File: src/rtl/sfe_pkg.sv
package sfe_pkg;
   localparam int DATA_W = 16;
   localparam int CNT_W  = 5;

   typedef enum logic [2:0] {
      PH_IDLE, PH_START, PH_DATA, PH_PAR, PH_STOP, PH_STOP2
   } phase_e;

   typedef enum logic [1:0] {
      PAR_NONE = 2'd0, PAR_RSVD = 2'd1, PAR_EVEN = 2'd2, PAR_ODD = 2'd3
   } par_code_e;

   typedef struct packed {
      logic [CNT_W-1:0] nbits;
      logic             par_on;
      logic             par_odd;
      logic             two_stop;
   } fmt_t;

   function automatic fmt_t decode_fmt(input logic [3:0] len_code,
                                       input logic [1:0] par_code,
                                       input logic       two);
      fmt_t f;
      if (len_code >= 4'd1 && len_code <= 4'd13)
         f.nbits = CNT_W'(len_code) + CNT_W'(3);
      else
         f.nbits = CNT_W'(8);
      case (par_code_e'(par_code))
         PAR_EVEN: begin f.par_on = 1'b1; f.par_odd = 1'b0; end
         PAR_ODD:  begin f.par_on = 1'b1; f.par_odd = 1'b1; end
         default:  begin f.par_on = 1'b0; f.par_odd = 1'b0; end
      endcase
      f.two_stop = two;
      return f;
   endfunction
endpackage

File: src/rtl/sfe_sync.sv
module sfe_sync #(
   parameter int   STAGES  = 2,
   parameter logic RST_VAL = 1'b0
) (
   input  logic clk,
   input  logic rst_n,
   input  logic d,
   output logic q
);
   for (genvar g = 0; g < STAGES; g++) begin : g_stage
      logic din;
      logic flop;
      if (g == 0) begin : g_head
         assign din = d;
      end else begin : g_tail
         assign din = g_stage[g-1].flop;
      end
      always_ff @(posedge clk or negedge rst_n) begin
         if (!rst_n) flop <= RST_VAL;
         else        flop <= din;
      end
   end
   assign q = g_stage[STAGES-1].flop;
endmodule

File: src/rtl/sfe_tx.sv
module sfe_tx
   import sfe_pkg::*;
#(
   parameter int OVS = 4
) (
   input  logic              clk,
   input  logic              rst_n,
   input  logic              baud_tick,
   input  logic              tx_en,
   input  logic              auto_on,
   input  fmt_t              fmt_in,
   input  logic [DATA_W-1:0] tx_data,
   input  logic              tx_valid,
   output logic              tx_ready,
   output logic              txd
);
   localparam int CW = (OVS > 2) ? $clog2(OVS) : 1;

   phase_e            ph;
   logic [CW-1:0]     tcnt;
   logic [DATA_W-1:0] sh;
   logic [CNT_W-1:0]  left;
   fmt_t              fmt;
   logic              par_bit;
   logic              idle, go, bit_end;

   assign idle     = (ph == PH_IDLE);
   assign tx_ready = tx_en && idle;
   assign go       = tx_en && idle && (tx_valid || auto_on);
   assign bit_end  = baud_tick && (tcnt == CW'(OVS-1));

   always_ff @(posedge clk or negedge rst_n) begin
      if (!rst_n) begin
         ph      <= PH_IDLE;
         tcnt    <= '0;
         sh      <= '0;
         left    <= '0;
         fmt     <= '0;
         par_bit <= 1'b0;
      end else if (go) begin
         ph      <= PH_START;
         tcnt    <= '0;
         sh      <= tx_valid ? tx_data : '0;
         fmt     <= fmt_in;
         left    <= fmt_in.nbits;
         par_bit <= fmt_in.par_odd;
      end else if (!idle && baud_tick) begin
         tcnt <= bit_end ? '0 : tcnt + CW'(1);
         if (bit_end) begin
            case (ph)
               PH_START: ph <= PH_DATA;
               PH_DATA: begin
                  par_bit <= par_bit ^ sh[0];
                  sh      <= sh >> 1;
                  left    <= left - CNT_W'(1);
                  if (left == CNT_W'(1)) ph <= fmt.par_on ? PH_PAR : PH_STOP;
               end
               PH_PAR:  ph <= PH_STOP;
               PH_STOP: ph <= fmt.two_stop ? PH_STOP2 : PH_IDLE;
               default: ph <= PH_IDLE;
            endcase
         end
      end
   end

   always_comb begin
      case (ph)
         PH_START: txd = 1'b0;
         PH_DATA:  txd = sh[0];
         PH_PAR:   txd = par_bit;
         default:  txd = 1'b1;
      endcase
   end

   a_r3_start_low: assert property (@(posedge clk) disable iff (!rst_n)
      go |=> !txd);
   a_r3_stop_before_ready: assert property (@(posedge clk) disable iff (!rst_n)
      $rose(tx_ready) |-> $past(txd));
   a_r11_busy_not_ready: assert property (@(posedge clk) disable iff (!rst_n)
      go |=> !tx_ready);
endmodule

File: src/rtl/sfe_rx.sv
module sfe_rx
   import sfe_pkg::*;
#(
   parameter int OVS = 4
) (
   input  logic              clk,
   input  logic              rst_n,
   input  logic              baud_tick,
   input  logic              rx_en,
   input  fmt_t              fmt_in,
   input  logic              rxd_s,
   output logic [DATA_W-1:0] rx_data,
   output logic              rx_valid,
   input  logic              rx_ready,
   output logic              rx_par_err,
   output logic              rx_frame_err
);
   localparam int CW = (OVS > 2) ? $clog2(OVS) : 1;

   phase_e            ph;
   logic [CW-1:0]     tcnt;
   logic [DATA_W-1:0] sh;
   logic [CNT_W-1:0]  left;
   fmt_t              fmt;
   logic              par_acc, par_bad, prev;
   logic              t_last, t_half;

   assign t_last = baud_tick && (tcnt == CW'(OVS-1));
   assign t_half = baud_tick && (tcnt == CW'(OVS/2-1));

   always_ff @(posedge clk or negedge rst_n) begin
      if (!rst_n) begin
         ph           <= PH_IDLE;
         tcnt         <= '0;
         sh           <= '0;
         left         <= '0;
         fmt          <= '0;
         par_acc      <= 1'b0;
         par_bad      <= 1'b0;
         prev         <= 1'b1;
         rx_data      <= '0;
         rx_valid     <= 1'b0;
         rx_par_err   <= 1'b0;
         rx_frame_err <= 1'b0;
      end else begin
         if (rx_valid && rx_ready) rx_valid <= 1'b0;
         case (ph)
            PH_IDLE: if (baud_tick) begin
               prev <= rxd_s;
               if (rx_en && prev && !rxd_s) begin
                  ph      <= PH_START;
                  tcnt    <= '0;
                  fmt     <= fmt_in;
                  left    <= fmt_in.nbits;
                  par_acc <= fmt_in.par_odd;
                  par_bad <= 1'b0;
                  sh      <= '0;
               end
            end
            PH_START: if (baud_tick) begin
               if (t_half) begin
                  tcnt <= '0;
                  ph   <= rxd_s ? PH_IDLE : PH_DATA;
                  prev <= rxd_s;
               end else begin
                  tcnt <= tcnt + CW'(1);
               end
            end
            default: if (baud_tick) begin
               tcnt <= t_last ? '0 : tcnt + CW'(1);
               if (t_last) begin
                  case (ph)
                     PH_DATA: begin
                        sh      <= {rxd_s, sh[DATA_W-1:1]};
                        par_acc <= par_acc ^ rxd_s;
                        left    <= left - CNT_W'(1);
                        if (left == CNT_W'(1)) ph <= fmt.par_on ? PH_PAR : PH_STOP;
                     end
                     PH_PAR: begin
                        par_bad <= par_acc ^ rxd_s;
                        ph      <= PH_STOP;
                     end
                     PH_STOP: begin
                        rx_data      <= sh >> (CNT_W'(DATA_W) - fmt.nbits);
                        rx_valid     <= 1'b1;
                        rx_par_err   <= par_bad;
                        rx_frame_err <= !rxd_s;
                        ph           <= fmt.two_stop ? PH_STOP2 : PH_IDLE;
                        prev         <= rxd_s;
                     end
                     default: begin
                        ph   <= PH_IDLE;
                        prev <= rxd_s;
                     end
                  endcase
               end
            end
         endcase
      end
   end

   a_r12_hold_until_taken: assert property (@(posedge clk) disable iff (!rst_n)
      rx_valid && !rx_ready |=> rx_valid);
   a_r12_no_start_disabled: assert property (@(posedge clk) disable iff (!rst_n)
      (ph == PH_IDLE) && !rx_en |=> (ph == PH_IDLE));
   a_r7_err_with_word: assert property (@(posedge clk) disable iff (!rst_n)
      $rose(rx_frame_err) |-> $rose(rx_valid) || rx_valid);
endmodule

File: src/rtl/serial_frame_engine.sv
module serial_frame_engine
   import sfe_pkg::*;
#(
   parameter int OVS         = 4,
   parameter int TRIG_CH     = 16,
   parameter int SYNC_STAGES = 2,
   localparam int SEL_W      = $clog2(TRIG_CH)
) (
   input  logic               clk,
   input  logic               rst_n,
   input  logic               baud_tick,
   input  logic [3:0]         cfg_len_code,
   input  logic [1:0]         cfg_par_code,
   input  logic               cfg_two_stop,
   input  logic [SEL_W-1:0]   cfg_trig_sel,
   input  logic               cfg_tx_trig_en,
   input  logic               cfg_rx_trig_en,
   input  logic               cfg_auto_trig_en,
   input  logic [TRIG_CH-1:0] trig_in,
   input  logic               tx_en_set,
   input  logic               tx_en_clr,
   input  logic               rx_en_set,
   input  logic               rx_en_clr,
   output logic               tx_en,
   output logic               rx_en,
   input  logic [DATA_W-1:0]  tx_data,
   input  logic               tx_valid,
   output logic               tx_ready,
   output logic               txd,
   input  logic               rxd,
   output logic [DATA_W-1:0]  rx_data,
   output logic               rx_valid,
   input  logic               rx_ready,
   output logic               rx_par_err,
   output logic               rx_frame_err
);
   if (OVS < 2 || (OVS % 2) != 0) begin : g_bad_ovs
      $error("OVS must be even and at least 2");
   end
   if (TRIG_CH < 2) begin : g_bad_ch
      $error("TRIG_CH must be at least 2");
   end
   if (SYNC_STAGES < 2) begin : g_bad_sync
      $error("SYNC_STAGES must be at least 2");
   end

   fmt_t fmt_now;
   logic trig_pick, trig_lvl, trig_lvl_d, trig_rise, auto_on, rxd_s;
   logic tx_en_q, rx_en_q;

   assign fmt_now   = decode_fmt(cfg_len_code, cfg_par_code, cfg_two_stop);
   assign trig_pick = trig_in[cfg_trig_sel];

   sfe_sync #(.STAGES(SYNC_STAGES), .RST_VAL(1'b0)) i_trig_sync (
      .clk(clk), .rst_n(rst_n), .d(trig_pick), .q(trig_lvl));
   sfe_sync #(.STAGES(SYNC_STAGES), .RST_VAL(1'b1)) i_rxd_sync (
      .clk(clk), .rst_n(rst_n), .d(rxd), .q(rxd_s));

   always_ff @(posedge clk or negedge rst_n) begin
      if (!rst_n) trig_lvl_d <= 1'b0;
      else        trig_lvl_d <= trig_lvl;
   end
   assign trig_rise = trig_lvl && !trig_lvl_d;
   assign auto_on   = trig_lvl && cfg_auto_trig_en;

   always_ff @(posedge clk or negedge rst_n) begin
      if (!rst_n) begin
         tx_en_q <= 1'b0;
         rx_en_q <= 1'b0;
      end else begin
         if (tx_en_clr)                                        tx_en_q <= 1'b0;
         else if (tx_en_set || (trig_rise && cfg_tx_trig_en))  tx_en_q <= 1'b1;
         if (rx_en_clr)                                        rx_en_q <= 1'b0;
         else if (rx_en_set || (trig_rise && cfg_rx_trig_en))  rx_en_q <= 1'b1;
      end
   end
   assign tx_en = tx_en_q;
   assign rx_en = rx_en_q;

   sfe_tx #(.OVS(OVS)) i_tx (
      .clk(clk), .rst_n(rst_n), .baud_tick(baud_tick), .tx_en(tx_en_q),
      .auto_on(auto_on), .fmt_in(fmt_now), .tx_data(tx_data),
      .tx_valid(tx_valid), .tx_ready(tx_ready), .txd(txd));

   sfe_rx #(.OVS(OVS)) i_rx (
      .clk(clk), .rst_n(rst_n), .baud_tick(baud_tick), .rx_en(rx_en_q),
      .fmt_in(fmt_now), .rxd_s(rxd_s), .rx_data(rx_data),
      .rx_valid(rx_valid), .rx_ready(rx_ready), .rx_par_err(rx_par_err),
      .rx_frame_err(rx_frame_err));

   a_r13_clear_wins: assert property (@(posedge clk) disable iff (!rst_n)
      tx_en_clr |=> !tx_en);
   a_r9_tx_en_source: assert property (@(posedge clk) disable iff (!rst_n)
      $rose(tx_en) |-> $past(tx_en_set || (trig_rise && cfg_tx_trig_en)));
   a_r10_rx_en_source: assert property (@(posedge clk) disable iff (!rst_n)
      $rose(rx_en) |-> $past(rx_en_set || (trig_rise && cfg_rx_trig_en)));
   a_r9_single_event: assert property (@(posedge clk) disable iff (!rst_n)
      trig_rise |=> !trig_rise);
endmodule

File: config.mk
export PLATFORM = sky130hd
export DESIGN_NAME = serial_frame_engine
export DESIGN_NICKNAME = d
export VERILOG_FILES = /design/src/rtl/sfe_pkg.sv /design/src/rtl/sfe_sync.sv /design/src/rtl/sfe_tx.sv /design/src/rtl/sfe_rx.sv /design/src/rtl/serial_frame_engine.sv
export SDC_FILE = /design/constraint.sdc
export NUM_CORES = 1
export LEC_CHECK = 0
export BUFFER_PORTS_ARGS = -buffer_cell sky130_fd_sc_hd__buf_2
export CAP_MARGIN = 20
export CORE_ASPECT_RATIO = 1.4
export CORE_MARGIN = 4
export CORE_UTILIZATION = 50
export CTS_CLUSTER_DIAMETER = 80
export DETAILED_ROUTE_END_ITERATION = 8
export PLACE_DENSITY = 0.71
export SYNTH_ARGS = -nofsm -noshare
export SYNTH_HDL_FRONTEND = slang
export SYNTH_HIERARCHICAL = 1
export SYNTH_SLANG_ARGS = --single-unit
File: constraint.sdc
create_clock -name clk -period 2.35 [get_ports clk]
set_input_delay 0.47 -clock clk [delete_from_list [all_inputs] [get_ports clk]]
set_output_delay 0.47 -clock clk [all_outputs]
set_load 0.005 [all_outputs]
==> results.cfg <==
[logic_synthesis]
synthSimpleGateAreaFrac_pct = 15.2
synth_top_family_by_area = compound AO/OA/AOI/OAI gates
yosysUniqueCellTypes = 65
syn_avg_cell_area_um2 = 10.1
synth_edf_count = 0
synth_area_um2 = 5270
synthXorXnorAreaFrac_pct = 2.14
ys_ff_latch = 91
yosysTopAreaCellShare_pct = 41.8
synthesis.nets = 585
yosysTopAreaCell = dfrtp_1
netlist_instances = 519
synth_compound_area_share_pct = 19.7
synthAdderAreaFrac_pct = 2.38
yosysSeqAreaShare_pct = 43.3
ys_warn_count = 6
synth_mux_area_share_pct = 12.1
async_flop_share_pct = 100
synth_area_leaders = dfrtp_1 42%, nand2_1 5.2%, o21ai_0 5.0%, mux2i_1 4.4%, mux4_2 4.3%
synth_ff_type = dfrtp_1

[outcome]
status = completed

[clock_network]
cts_inserted_buffers = 9
clk_latency_ns = 0.34
clockRootBuffer = clkbuf_16
cts-hold-fix-buffers = 0
cts_tree = yes
htree_levels = 3
cts_setup_buffers = 0
clk_pin_slew_worst_paths_ns = 0.06
cts.sinks = 91
cts_buffer_depth = 2
cts-resized-gates = 0

[pwr]
vdd_drop_max_mv = 0.538
p_per_area_nw_per_um2 = 1060
p_leak_nw = 2.72

[cells_and_area]
fin_nets = 654
syn2layout_area_growth_pct = 15.8
n_antenna_cell = 0
final_cell_mix = 88 x dfrtp_1, 77 x buf_2, 73 x nand2_1, 53 x o21ai_0, 23 x nor2_1
mostFrequentLayoutCell = dfrtp_1
drive_gt1_share_pct = 26.3

[die]
dieWidth_um = 94.7
die-area_um2 = 12300
start_util_pct = 50.9
die_h_um = 129
num_rows = 44
core_area_um2 = 10300
io_pins = 79

[critical_path]
rrSetupSlack_ns = 0.31
cp_max_fo = 12
rr_startpoint = i_rx/fmt[3]
cp.required_ns = 1.88
crit_type = register to output port
r2r_end = i_rx/rx_data[0]
arrival_ns = 1.62
end_kind = output port
cp-start-kind = register
worst_r2r_path_depth = 6

[timing]
hold-worst-slack_ns = 0.117
min_period_ns = 2.09
clock.fmax_ghz = 0.479
slew_viol_final = 0
hold_violations = 0
setup_tns_ns = 0
tightest_slew_ns = 0.586
setup_viol = 0
grt_setup_unrepaired = false
fin_skew_ns = 0.00606
finalCritPeriodShare_pct = 88.8
fin_ws_ns = 0.262
maxSlewHeadroom_pct = 60.7

[routing]
routedWlPerCell_um = 16.1
vias = 4201
drc = 0
dr.pass1.iters = 4
vias_per_cell = 5.75
drt_iter0_markers = 219
drt.antenna.violating_nets = 0
wirelength_mm = 11.8

[place]
place.gp.congestion = 0.912
dp_hpwl_mm = 8.80
pre_cts_ws_ns = 0.238
io_buffers = 78

[flow_run]
maxCapViolCount = 0

[global_route]
grt_use_total_pct = 20.7
antenna_found_initial = 0
grt_pass1_wl_mm = 20.1
grt_max_degree = 42
overflow = 0
grt_pass1_vias = 4235

[min_path]
hold_class = primary input to asynchronous set/reset pin
==> worst max-delay path, stage by stage (launching register included) <==
cell and delay, ns:
dfrtp_1 0.55, nor2b_1 0.21, a22oi_1 0.10, or2_2 0.29, buf_2 0.13
==> per-stage QoR <==
step / cells / util [%] / cell area, µm² / power [mW]
4_1_cts: 731 / 58.9 / 6100 / 6.51
3_3_place_gp: 715 / 55.8 / 5780 / 4.83
2_1_floorplan: 519 / - / 5270 / 4.34
5_1_grt: 731 / 58.9 / 6100 / 6.94
3_5_place_dp: 715 / 55.8 / 5780 / 4.94
6_report: 731 / 58.9 / 6100 / 6.45
==> Yosys cell counts (all sizes together) (2+ instances only) <==
cell     instances
a211oi           4
a21o             2
a21oi           10
a2bb2oi         19
a31oi            3
a32o             5
and2             5
and3             3
buf             16
clkbuf          21
dfrtp           88
dfstp            3
ha              10
inv             20
mux2             7
mux2i           23
mux4            14
nand2           74
nand3            7
nand3b           3
nand4            2
nor2            25
nor2b            4
nor3            13
nor3b            4
nor4b            2
o211ai           7
o21a             2
o21ai           54
o221ai           6
o22ai            5
o31ai           16
o41ai            2
or2              4
or3              4
or3b             3
or4              3
or4b             2
xnor2            4
xor2             8
==> layer usage <==
layer / up-vias / track usage (%) / wire (µm) / share of wire (%)
met5: - / 0 / 0 / 0
met4: 0 / 8.75 / 291 / 2.5
met3: 22 / 4.94 / 551 / 4.7
met2: 118 / 35.8 / 6200 / 53
met1: 2015 / 24.4 / 4750 / 40
li1: 2046 / - / - / -
==> state kept, by name, summed over array words and instances (netlist names), 2 cells and up <==
register and flops:
i_tx/fmt 2, i_rx/ph 3, i_tx/left 5, i_rx/sh 16, i_tx/tcnt 2, i_tx/sh 16
i_rx/rx_data 16, i_rx/fmt 7, i_tx/ph 3, i_rx/tcnt 2, i_rx/left 5
==> worst max-delay path by stage <==
stage,startpoint,end,depth (start not counted)
after detailed placement,cfg_len_code[1],i_rx/left[0],9
after CTS,i_tx/ph[1],txd,4
after global routing,i_rx/fmt[3],i_rx/rx_data[3],6
after floorplan,i_rx/fmt[3],i_rx/rx_data[7],9
after global placement,cfg_len_code[0],i_rx/left[0],9
final,i_tx/ph[1],txd,4
==> kinds of logic after synthesis <==
kind of cell / count (synthesis)
AND/OR/NAND/NOR: 161
AO/OA/AOI/OAI: 144
buffers and inverters: 57
XOR/XNOR: 12
multiplexers: 44
adder cells (fa/ha/maj): 10
flip-flops: 91
==> power breakdown <==
| group | total [mW] | switching (mW) | internal (mW) |
|---|---|---|---|
| registers | 2.44 | 0.433 | 2.01 |
| clock network | 1.54 | 0.605 | 0.934 |
| logic | 2.47 | 1.31 | 1.16 |
| total | 6.45 | 2.35 | 4.10 |
==> cell type report <==
class,instances,area [µm²]
Clock inverter,6,88.8
Timing Repair Buffer,95,533
Clock buffer,10,229
Tap cell,138,173
Sequential cell,91,2280
Inverter,20,75.1
Multi-Input combinational cell,371,2720
Fill cell,929,4250
Power figures use the tool's default switching activity.
